**config.mk**
```make
export PLATFORM = sky130hd
export DESIGN_NAME = split_timer
export DESIGN_NICKNAME = d
export VERILOG_FILES = /design/src/rtl/split_timer_pkg.sv /design/src/rtl/split_timer_ctrl.sv /design/src/rtl/split_timer_src_mux.sv /design/src/rtl/split_timer_chain.sv /design/src/rtl/split_timer_seg.sv /design/src/rtl/split_timer.sv
export SDC_FILE = /design/constraint.sdc
export NUM_CORES = 1
export LEC_CHECK = 0
export BUFFER_PORTS_ARGS = -buffer_cell sky130_fd_sc_hd__buf_4
export CORE_UTILIZATION = 44
export DETAILED_ROUTE_END_ITERATION = 7
export PLACE_DENSITY = 0.81
export SLEW_MARGIN = 20
export SYNTH_ARGS = -nofsm -noshare
export SYNTH_HDL_FRONTEND = slang
export SYNTH_HIERARCHICAL = 1
export SYNTH_SLANG_ARGS = --single-unit
```
**constraint.sdc**
```tcl
create_clock -name clk -period 5.4 [get_ports clk]
set_input_delay 0 -clock clk [delete_from_list [all_inputs] [get_ports clk]]
set_output_delay 0 -clock clk [all_outputs]
set_load 0.05 [all_outputs]
```
**src/rtl/split_timer_pkg.sv**
```systemverilog
package split_timer_pkg;

  // count qualifier choice per segment
  typedef enum logic [1:0] {
    SRC_CLK  = 2'b00,
    SRC_EXT  = 2'b01,
    SRC_CASC = 2'b10,
    SRC_OFF  = 2'b11
  } src_e;

  localparam int SRC_W = 2;

endpackage

```
**src/rtl/split_timer_ctrl.sv**
```systemverilog
module split_timer_ctrl #(
  parameter int NUM_SEG = 4,
  parameter int SRC_W   = 2
) (
  input  logic                     clk,
  input  logic                     rst_n,
  input  logic                     ctrl_we,
  input  logic [NUM_SEG-2:0]       split_in,
  input  logic [NUM_SEG-1:0]       run_in,
  input  logic [SRC_W*NUM_SEG-1:0] src_in,
  output logic [NUM_SEG-2:0]       split_q,
  output logic [NUM_SEG-1:0]       run_q,
  output logic [SRC_W*NUM_SEG-1:0] src_q
);

  always_ff @(posedge clk) begin
    if (!rst_n) begin
      split_q <= '0;
      run_q   <= '0;
      src_q   <= '0;
    end else if (ctrl_we) begin
      split_q <= split_in;
      run_q   <= run_in;
      src_q   <= src_in;
    end
  end


  ctrl_keep_chk: assert property (@(posedge clk) disable iff (!rst_n)
    !ctrl_we |=> ($stable(split_q) && $stable(run_q) && $stable(src_q)));

endmodule

```
**src/rtl/split_timer_src_mux.sv**
```systemverilog
module split_timer_src_mux
  import split_timer_pkg::*;
#(
  parameter int NUM_SEG = 4
) (
  input  logic [SRC_W*NUM_SEG-1:0] src_q,
  input  logic                     ext_tick,
  input  logic                     casc_in,
  output logic [NUM_SEG-1:0]       tick
);

  for (genvar g = 0; g < NUM_SEG; g++) begin : g_sel
    src_e sel;
    assign sel = src_e'(src_q[SRC_W*g +: SRC_W]);
    always_comb begin
      case (sel)
        SRC_CLK:  tick[g] = 1'b1;
        SRC_EXT:  tick[g] = ext_tick;
        SRC_CASC: tick[g] = casc_in;
        default:  tick[g] = 1'b0;
      endcase
    end
  end

endmodule

```
**src/rtl/split_timer_chain.sv**
```systemverilog
module split_timer_chain #(
  parameter int NUM_SEG = 4
) (
  input  logic [NUM_SEG-1:0] run,
  input  logic [NUM_SEG-1:0] tick,
  input  logic [NUM_SEG-1:0] ones,
  input  logic [NUM_SEG-2:0] split,
  output logic [NUM_SEG-1:0] step,
  output logic [NUM_SEG-1:0] ld,
  output logic [NUM_SEG-1:0] ovf_nxt
);

  logic [NUM_SEG-1:0] top_v;
  logic [NUM_SEG-1:0] base_v;

  assign top_v  = {1'b1, split};
  assign base_v = {split, 1'b1};

  always_comb begin
    logic [NUM_SEG-1:0] s;
    logic [NUM_SEG-1:0] w;
    logic [NUM_SEG-1:0] l;
    s[0] = run[0] & tick[0];
    for (int i = 1; i < NUM_SEG; i++) begin
      s[i] = run[i] & (base_v[i] ? tick[i] : (s[i-1] & ones[i-1]));
    end
    w = s & ones;
    l[NUM_SEG-1] = w[NUM_SEG-1];
    for (int i = NUM_SEG - 2; i >= 0; i--) begin
      l[i] = top_v[i] ? w[i] : l[i+1];
    end
    step    = s;
    ld      = l;
    ovf_nxt = w & top_v;
  end

endmodule

```
**src/rtl/split_timer_seg.sv**
```systemverilog
module split_timer_seg #(
  parameter int SEG_W = 8
) (
  input  logic             clk,
  input  logic             rst_n,
  input  logic             step_i,
  input  logic             ld_i,
  input  logic             run_i,
  input  logic             wr_i,
  input  logic [SEG_W-1:0] wdata_i,
  input  logic             rld_we_i,
  input  logic [SEG_W-1:0] rld_wdata_i,
  output logic [SEG_W-1:0] cnt_o,
  output logic [SEG_W-1:0] rld_o,
  output logic             ones_o
);

  logic [SEG_W-1:0] cnt_q;
  logic [SEG_W-1:0] rld_q;

  always_ff @(posedge clk) begin
    if (!rst_n) begin
      cnt_q <= '0;
    end else if (ld_i) begin
      cnt_q <= rld_q;
    end else if (step_i) begin
      cnt_q <= cnt_q + SEG_W'(1);
    end else if (wr_i && !run_i) begin
      cnt_q <= wdata_i;
    end
  end

  always_ff @(posedge clk) begin
    if (!rst_n) begin
      rld_q <= '0;
    end else if (rld_we_i) begin
      rld_q <= rld_wdata_i;
    end
  end

  assign cnt_o  = cnt_q;
  assign rld_o  = rld_q;
  assign ones_o = &cnt_q;


  inc_chk: assert property (@(posedge clk) disable iff (!rst_n)
    (step_i && !ld_i) |=> (cnt_q == $past(cnt_q) + SEG_W'(1)));


  reload_chk: assert property (@(posedge clk) disable iff (!rst_n)
    ld_i |=> (cnt_q == $past(rld_q)));


  hold_chk: assert property (@(posedge clk) disable iff (!rst_n)
    (!step_i && !ld_i && !(wr_i && !run_i)) |=> $stable(cnt_q));


  stopped_chk: assert property (@(posedge clk) disable iff (!rst_n)
    !run_i |-> !step_i);


  rld_keep_chk: assert property (@(posedge clk) disable iff (!rst_n)
    !rld_we_i |=> $stable(rld_q));

endmodule

```
**src/rtl/split_timer.sv**
```systemverilog
module split_timer
  import split_timer_pkg::*;
#(
  parameter int SEG_W   = 8,
  parameter int NUM_SEG = 4,
  localparam int CNT_W  = SEG_W * NUM_SEG
) (
  input  logic                     clk,
  input  logic                     rst_n,
  input  logic                     ctrl_we,
  input  logic [NUM_SEG-2:0]       ctrl_split,
  input  logic [NUM_SEG-1:0]       ctrl_run,
  input  logic [SRC_W*NUM_SEG-1:0] ctrl_src,
  input  logic                     ext_tick,
  input  logic                     casc_in,
  input  logic [NUM_SEG-1:0]       cnt_we,
  input  logic [CNT_W-1:0]         cnt_wdata,
  input  logic [NUM_SEG-1:0]       rld_we,
  input  logic [CNT_W-1:0]         rld_wdata,
  output logic [CNT_W-1:0]         cnt_o,
  output logic [CNT_W-1:0]         rld_o,
  output logic [NUM_SEG-1:0]       ovf_o,
  output logic                     casc_out
);

  logic [NUM_SEG-2:0]       split_q;
  logic [NUM_SEG-1:0]       run_q;
  logic [SRC_W*NUM_SEG-1:0] src_q;
  logic [NUM_SEG-1:0]       tick;
  logic [NUM_SEG-1:0]       ones;
  logic [NUM_SEG-1:0]       step;
  logic [NUM_SEG-1:0]       ld;
  logic [NUM_SEG-1:0]       ovf_nxt;
  logic [NUM_SEG-1:0]       ovf_q;
  logic [NUM_SEG-1:0]       top_v;

  split_timer_ctrl #(.NUM_SEG(NUM_SEG), .SRC_W(SRC_W)) u_ctrl (
    .clk      (clk),
    .rst_n    (rst_n),
    .ctrl_we  (ctrl_we),
    .split_in (ctrl_split),
    .run_in   (ctrl_run),
    .src_in   (ctrl_src),
    .split_q  (split_q),
    .run_q    (run_q),
    .src_q    (src_q)
  );

  split_timer_src_mux #(.NUM_SEG(NUM_SEG)) u_src (
    .src_q    (src_q),
    .ext_tick (ext_tick),
    .casc_in  (casc_in),
    .tick     (tick)
  );

  split_timer_chain #(.NUM_SEG(NUM_SEG)) u_chain (
    .run     (run_q),
    .tick    (tick),
    .ones    (ones),
    .split   (split_q),
    .step    (step),
    .ld      (ld),
    .ovf_nxt (ovf_nxt)
  );

  for (genvar g = 0; g < NUM_SEG; g++) begin : g_seg
    split_timer_seg #(.SEG_W(SEG_W)) u_seg (
      .clk         (clk),
      .rst_n       (rst_n),
      .step_i      (step[g]),
      .ld_i        (ld[g]),
      .run_i       (run_q[g]),
      .wr_i        (cnt_we[g]),
      .wdata_i     (cnt_wdata[SEG_W*g +: SEG_W]),
      .rld_we_i    (rld_we[g]),
      .rld_wdata_i (rld_wdata[SEG_W*g +: SEG_W]),
      .cnt_o       (cnt_o[SEG_W*g +: SEG_W]),
      .rld_o       (rld_o[SEG_W*g +: SEG_W]),
      .ones_o      (ones[g])
    );
  end

  always_ff @(posedge clk) begin
    if (!rst_n) begin
      ovf_q <= '0;
    end else begin
      ovf_q <= ovf_nxt;
    end
  end

  assign ovf_o    = ovf_q;
  assign casc_out = ovf_q[NUM_SEG-1];
  assign top_v    = {1'b1, split_q};

  for (genvar g = 0; g < NUM_SEG; g++) begin : g_chk

    ovf_top_chk: assert property (@(posedge clk) disable iff (!rst_n)
      ovf_q[g] |-> $past(top_v[g]));


    ovf_src_chk: assert property (@(posedge clk) disable iff (!rst_n)
      ovf_q[g] |-> $past(ld[g]));
  end

  for (genvar g = 1; g < NUM_SEG; g++) begin : g_iso

    split_iso_chk: assert property (@(posedge clk) disable iff (!rst_n)
      (split_q[g-1] && !tick[g]) |-> !step[g]);
  end

endmodule

```
==> impl_metrics.toml, run 1 <==
[status]
outcome = "complete, no violations"

[setup_path]
r2r_slack_ns = 2.40
critPathSlowestCell = "a21boi_1"
required_ns = 5.69
r2r_start = "g_seg[0].u_seg/cnt_o[0]"
rr_endpoint = "g_seg[3].u_seg/cnt_o[6]"
crit_family = "compound AO/OA/AOI/OAI gates"
cp-end-kind = "flop"
crit_arrival_ns = 3.28
cp-start-kind = "flop"
path_buf_inv = 0
critPathMaxStageDelay_ns = 0.65
cp_max_fo = 11
crit_type = "reg -> reg"
crit_path_cell_trace = "ha_1 > nand3_1 > nor2_1 > nand4b_4 > a221o_1 > a21boi_1 > nand2_1 > nor3_1 > a211oi_1 > a21oi_1"
worstRegToRegCells = 10

[timing]
relSlewSlack = 0.3799
period_needed_ns = 2.997
finalSetupViolCount = 0
finalHoldViolCount = 0
clock.fmax_mhz = 333.6
rsz0062_at_grt = "no"
finalCritPeriodShare = 0.5551
fin_skew_ns = 0.01226
tns_ns = 0
worstMarginPinSlew_ns = 0.9302
drv_slew = 0
setup_ws_ns = 2.403

[synthesis]
synth-async-reset-ratio = 0
synth_xor_area_frac = 0.008142
synthAdderAreaFrac = 0.01163
syn_area_um2 = 4303
muxShareOfSynthArea = 0.1303
syn_nets = 582
synth_top_family_by_area = "simple AND/OR/NAND/NOR gates"
synth_top_area_frac = 0.3862
yosysUniqueCellTypes = 40
yosys_most_used_dff = "dfxtp_1"
ys_seq_area_frac = 0.3862
yosys.area_share.simple = 0.2652
yosys_warnings = 6
postSynthCellCount = 486
synthTopCellsByArea = "dfxtp_1, mux2i_1, nor2b_1"
postSynthAreaPerCell_um2 = 8.854
synth-seq-cells = 83
synth_top_cell_by_area = "dfxtp_1"
synth_compound_area_frac = 0.1547
synth_edf_count = 0

[clock_network]
clock_latency_ns = 0.35
cts_setup_buffers = 0
cts_tree = "yes"
cts-root-buf = "clkbuf_8"
cts_buffers = 9
path_clk_slew_ns = 0.09
cts_sinks = 83
cts_buffer_depth = 2
holdBufCountCts = 62
cts_resized = 0
htreeDepth = 3

[placed_design]
io_buffers = 160
place_ws_ns = 2.433
routabilityCongestion = 0.8795
hpwlAfterDp_mm = 8.707

[min_path]
min_to = "g_seg[1].u_seg/cnt_o[2]"
hold_path_startpoint = "cnt_wdata[10]"
holdCritPathClass = "in -> reg"
hold_path_depth = 3

[global_routing]
grt_max_degree = 88
antenna_found_initial = 0
grt.total_usage = 0.2507
grt_pass1_vias = 4325
grt_pass1_wl_mm = 20.15
gr-total-overflow = 0

[layout]
seq_area_um2 = 1662
area_growth_pct = 48.50
antennaDiodeCount = 0
drive_gt1_frac = 0.2867
final_nets = 792
num-fill-cells = 743
multi_input_area_um2 = 2457

[power_and_ir_drop]
p_per_area_nw_per_um2 = 249.9
switching_share = 0.3173
internal-power_mw = 1.090
leakage_nw = 2.766
peakVddDrop_mv = 0.1483
combPwrFrac = 0.248
p_seq_frac = 0.437
power_switching_mw = 0.5066
p_clk_frac = 0.315

[floorplanning]
die-height_um = 100.9
io_pins = 161
row_count = 35
fp.dieW_um = 100.9
coreArea_um2 = 9371
dieArea_um2 = 10180
initial_core_util = 0.4591

[routing]
detail_route.iter0.violations = 210
drt_pre_antenna_iters = 5
vias = 4436
detail_route.wirelength_mm = 12.84
drc = 0
avgViaCountPerCell = 5.345
detail-route-antenna-nets = 0
wl_per_cell_um = 15.47

[run]
drv_cap = 0
worst register-to-register path: stages (launching register included):
cell      delay [ns]
dfxtp_1         0.43
ha_1            0.23
nand3_1         0.09
nor2_1          0.27
nand4b_4        0.15
a221o_1         0.38
a21boi_1        0.65
nand2_1         0.28
nor3_1          0.21
a211oi_1        0.07
a21oi_1         0.18
through the flow:
step                std cells  cell area, um^2  hold slack, ns  power, mW    util
global placement          752             5540          0.2532      1.059  0.5912
detailed placement        752             5540          0.2649      1.066  0.5912
floorplan                 486             4303          0.1217     0.9321       -
global route              830             6390         0.01834      1.661  0.6818
finish                    830             6390         0.01829      1.597  0.6818
CTS                       830             6385        0.003567      1.606  0.6813
kinds of logic after synthesis:
logic type,count (synthesis)
AOI/OAI and AO/OA,102
xor gates and xnor gates,4
adders and majority gates,4
buffers and inverters,38
DFF,83
muxes,55
and+or+nand+nor,200
power groups by stage:
| stage | Combinational, mW | Clock (mW) | Sequential (mW) |
|---|---|---|---|
| 6_report | 0.396 | 0.503 | 0.698 |
| 3_5_place_dp | 0.356 | 0 | 0.710 |
| 4_1_cts | 0.394 | 0.515 | 0.696 |
| 3_3_place_gp | 0.351 | 0 | 0.708 |
| 2_1_floorplan | 0.119 | 0 | 0.813 |
| 5_1_grt | 0.420 | 0.538 | 0.704 |
layout by cell type, fill, tap and decap left out, types with 2 or more instances in the layout:
master / instances
a211oi_1: 8
nand2b_1: 16
a31oi_1: 8
nand2_1: 23
xnor2_1: 4
clkinvlp_4: 3
nor2b_1: 56
nand3_1: 37
clkbuf_8: 9
nor2_1: 24
nor3b_1: 5
ha_1: 4
inv_6: 2
nor3_1: 12
and2_1: 7
o221ai_1: 8
inv_1: 13
bufinv_16: 2
dfxtp_1: 83
o21ai_1: 12
a211oi_2: 4
dlygate4sd3_1: 62
nor2_2: 8
a21oi_1: 16
mux2_1: 8
mux2i_1: 47
nor3_2: 4
buf_4: 162
nand3b_1: 2
a21boi_0: 5
o211ai_1: 4
nand4_2: 4
o311ai_0: 4
o21ai_0: 24
o31ai_1: 4
cell usage after synthesis (9+ instances only):
master,count
a21oi_1,16
buf_2,12
clkbuf_1,9
dfxtp_1,83
inv_1,13
mux2i_1,47
nand2_1,23
nand2b_1,16
nand3_1,37
nor2_1,24
nor2b_1,56
nor3_1,12
o21ai_0,24
o21ai_1,12
sequential cells by signal (all words and copies together), names as in the netlist:
| signal | flops |
|---|---|
| g_seg.u_seg/rld_o | 32 |
| g_seg.u_seg/cnt_o | 32 |
| u_ctrl/src_q | 8 |
| ovf_o | 4 |
| u_ctrl/run_q | 4 |
| u_ctrl/split_q | 3 |
worst max path at each step:
stage                                       start                      end  slack, ns  depth (start not counted)
after floorplan           g_seg[0].u_seg/cnt_o[0]  g_seg[3].u_seg/cnt_o[7]       2.66                         10
after CTS                         u_ctrl/src_q[1]  g_seg[0].u_seg/cnt_o[7]       2.41                          8
after detailed placement          u_ctrl/src_q[1]  g_seg[0].u_seg/cnt_o[7]       2.43                          8
after global routing      g_seg[0].u_seg/cnt_o[0]  g_seg[3].u_seg/cnt_o[6]       2.19                         10
final                     g_seg[0].u_seg/cnt_o[0]  g_seg[3].u_seg/cnt_o[6]       2.40                         10
after global placement    g_seg[0].u_seg/cnt_o[0]  g_seg[3].u_seg/cnt_o[4]       2.60                         10
routing by layer:
metal / part of all wire / GRT usage / up-vias
met1: 0.42 / 0.3042 / 2051
li1: - / - / 2158
met5: 0 / 0 / -
met3: 0.044 / 0.04022 / 41
met2: 0.50 / 0.4278 / 186
met4: 0.033 / 0.1293 / 0
final cells by class:
| cell class | instances | share of cell area |
|---|---|---|
| repair buffers | 224 | 0.2874 |
| inverters | 13 | 0.007637 |
| multi-input cells | 365 | 0.3846 |
| clock buffers | 9 | 0.01939 |
| well taps | 129 | 0.02526 |
| flip-flops and latches | 83 | 0.2600 |
| clock inverters | 7 | 0.01566 |
Note: power is estimated with default switching activity, not from simulation.
==> inputs of run 2 (changes only) <==
- clock period: 5.4 -> 2.9 ns (I/O delays scaled with it)
==> impl_metrics.toml, run 2 (synthesis results as in run 1) <==
[routing]
drc = 0
wl_per_cell_um = 15.57
avgViaCountPerCell = 5.323
detail-route-antenna-nets = 0
drt_pre_antenna_iters = 5
vias = 4439
detail_route.wirelength_mm = 12.99
detail_route.iter0.violations = 144

[timing]
finalCritPeriodShare = 0.8846
drv_slew = 0
relSlewSlack = 0.6173
worstMarginPinSlew_ns = 0.5740
period_needed_ns = 2.565
tns_ns = 0
finalSetupViolCount = 0
rsz0062_at_grt = "no"
fin_skew_ns = 0.01420
clock.fmax_mhz = 389.8
finalHoldViolCount = 0

[global_routing]
grt.total_usage = 0.2547
grt_pass1_wl_mm = 20.68
grt_pass1_vias = 4397
antenna_found_initial = 0
grt_max_degree = 70
gr-total-overflow = 0

[clock_network]
cts_tree = "yes"
htreeDepth = 3
path_clk_slew_ns = 0.09
cts_buffers = 9
cts-root-buf = "clkbuf_8"
clock_latency_ns = 0.35
cts_buffer_depth = 2
cts_sinks = 83
cts_resized = 0
cts_setup_buffers = 0

[layout]
final_cell_mix = "buf_4, dfxtp_1, dlygate4sd3_1"
area_growth_pct = 48.76
final_common_cell = "buf_4"
antennaDiodeCount = 0
fin_area_um2 = 6401
num-fill-cells = 758
final_nets = 796
seq_area_um2 = 1662
drive_gt1_frac = 0.2908
multi_input_area_um2 = 2452

[placed_design]
hpwlAfterDp_mm = 8.851
io_buffers = 160
routabilityCongestion = 0.9150
place_area_um2 = 5578

[floorplanning]
coreArea_um2 = 9371
die-height_um = 100.9
initial_core_util = 0.4591
fp.dieW_um = 100.9
dieArea_um2 = 10180
io_pins = 161
row_count = 35

[power_and_ir_drop]
p_per_area_nw_per_um2 = 455.6
leakage_nw = 2.782
peakVddDrop_mv = 0.3283

[min_path]
hold_path_startpoint = "cnt_wdata[13]"
holdCritPathClass = "in -> reg"

[setup_path]
setup.worst_path.start = "g_seg[0].u_seg/cnt_o[0]"
r2r_start = "g_seg[0].u_seg/cnt_o[0]"
cp_max_fo = 11
crit_arrival_ns = 2.83
crit_type = "reg -> reg"
required_ns = 3.17
cp-end-kind = "flop"
cp-start-kind = "flop"

[run]
drv_cap = 0

[status]
outcome = "complete, no violations"
-- run 2: cell count changes in the layout (fill, tap and decap cells not counted), sizes merged --
cell / delta
dlygate4sd3: -1
clkbuf: +2
buf: +5
clkinv: +1
inv: -2
bufinv: -1
-- run 2: final timing paths --
kind                                                end  slack (ns)  cells past startpoint
worst min register to register  g_seg[1].u_seg/cnt_o[2]        0.48                      2
worst max register to register  g_seg[2].u_seg/cnt_o[4]        0.33                     10
worst max-delay path            g_seg[2].u_seg/cnt_o[4]        0.33                     10
worst min-delay path            g_seg[1].u_seg/cnt_o[5]        0.01                      3
-- run 2: timing repair --
item                                    4_1_cts  5_1_grt
endpoints found under the setup margin        0        0
endpoints found under the hold margin        61        0
hold buffers                                 61        0
-- run 2: cell type report --
| type | count | area share |
|---|---|---|
| clock buffers | 11 | 0.02365 |
| clock inverters | 5 | 0.009578 |
| inverters | 13 | 0.007623 |
| multi-input cells | 365 | 0.3831 |
| flip-flops and latches | 83 | 0.2596 |
| well taps | 129 | 0.02522 |
| repair buffers | 228 | 0.2912 |
-- run 2: stage by stage --
stage / hold WS, ns / setup slack (ns) / utilization / instances / power, mW
3_3_place_gp: 0.2540 / 0.5457 / 0.5952 / 757 / 1.973
2_1_floorplan: 0.1217 / 0.1591 / - / 486 / 1.736
5_1_grt: 0.01668 / 0.1051 / 0.6830 / 834 / 3.038
6_report: 0.01407 / 0.3346 / 0.6830 / 834 / 2.916
3_5_place_dp: 0.2649 / 0.4273 / 0.5952 / 757 / 1.988
4_1_cts: 0.001503 / 0.3858 / 0.6830 / 834 / 2.929
-- run 2: critical path: stages (launching register included) --
cell,delay [ns]
dfxtp_1,0.44
ha_1,0.23
nand3_1,0.09
nor2_1,0.27
nand4b_4,0.16
a22oi_1,0.24
and2_1,0.43
nand2_1,0.21
nor2_1,0.13
nor3_1,0.06
o31ai_1,0.24
-- run 2: per-layer routing --
| layer | up-vias | global-route usage | routed length, um |
|---|---|---|---|
| li1 | 2161 | - | - |
| met1 | 2070 | 0.3062 | 5459 |
| met2 | 170 | 0.4415 | 6530 |
| met3 | 38 | 0.04092 | 591 |
| met4 | 0 | 0.1237 | 406 |
| met5 | - | 0 | 0 |
-- run 2: report_power, final --
part           internal (mW)  switching, mW  leakage [nW]
Combinational          0.326          0.412          2.00
Clock                  0.447          0.432        0.0978
Sequential              1.21         0.0873         0.685
Total                   1.99          0.931          2.78
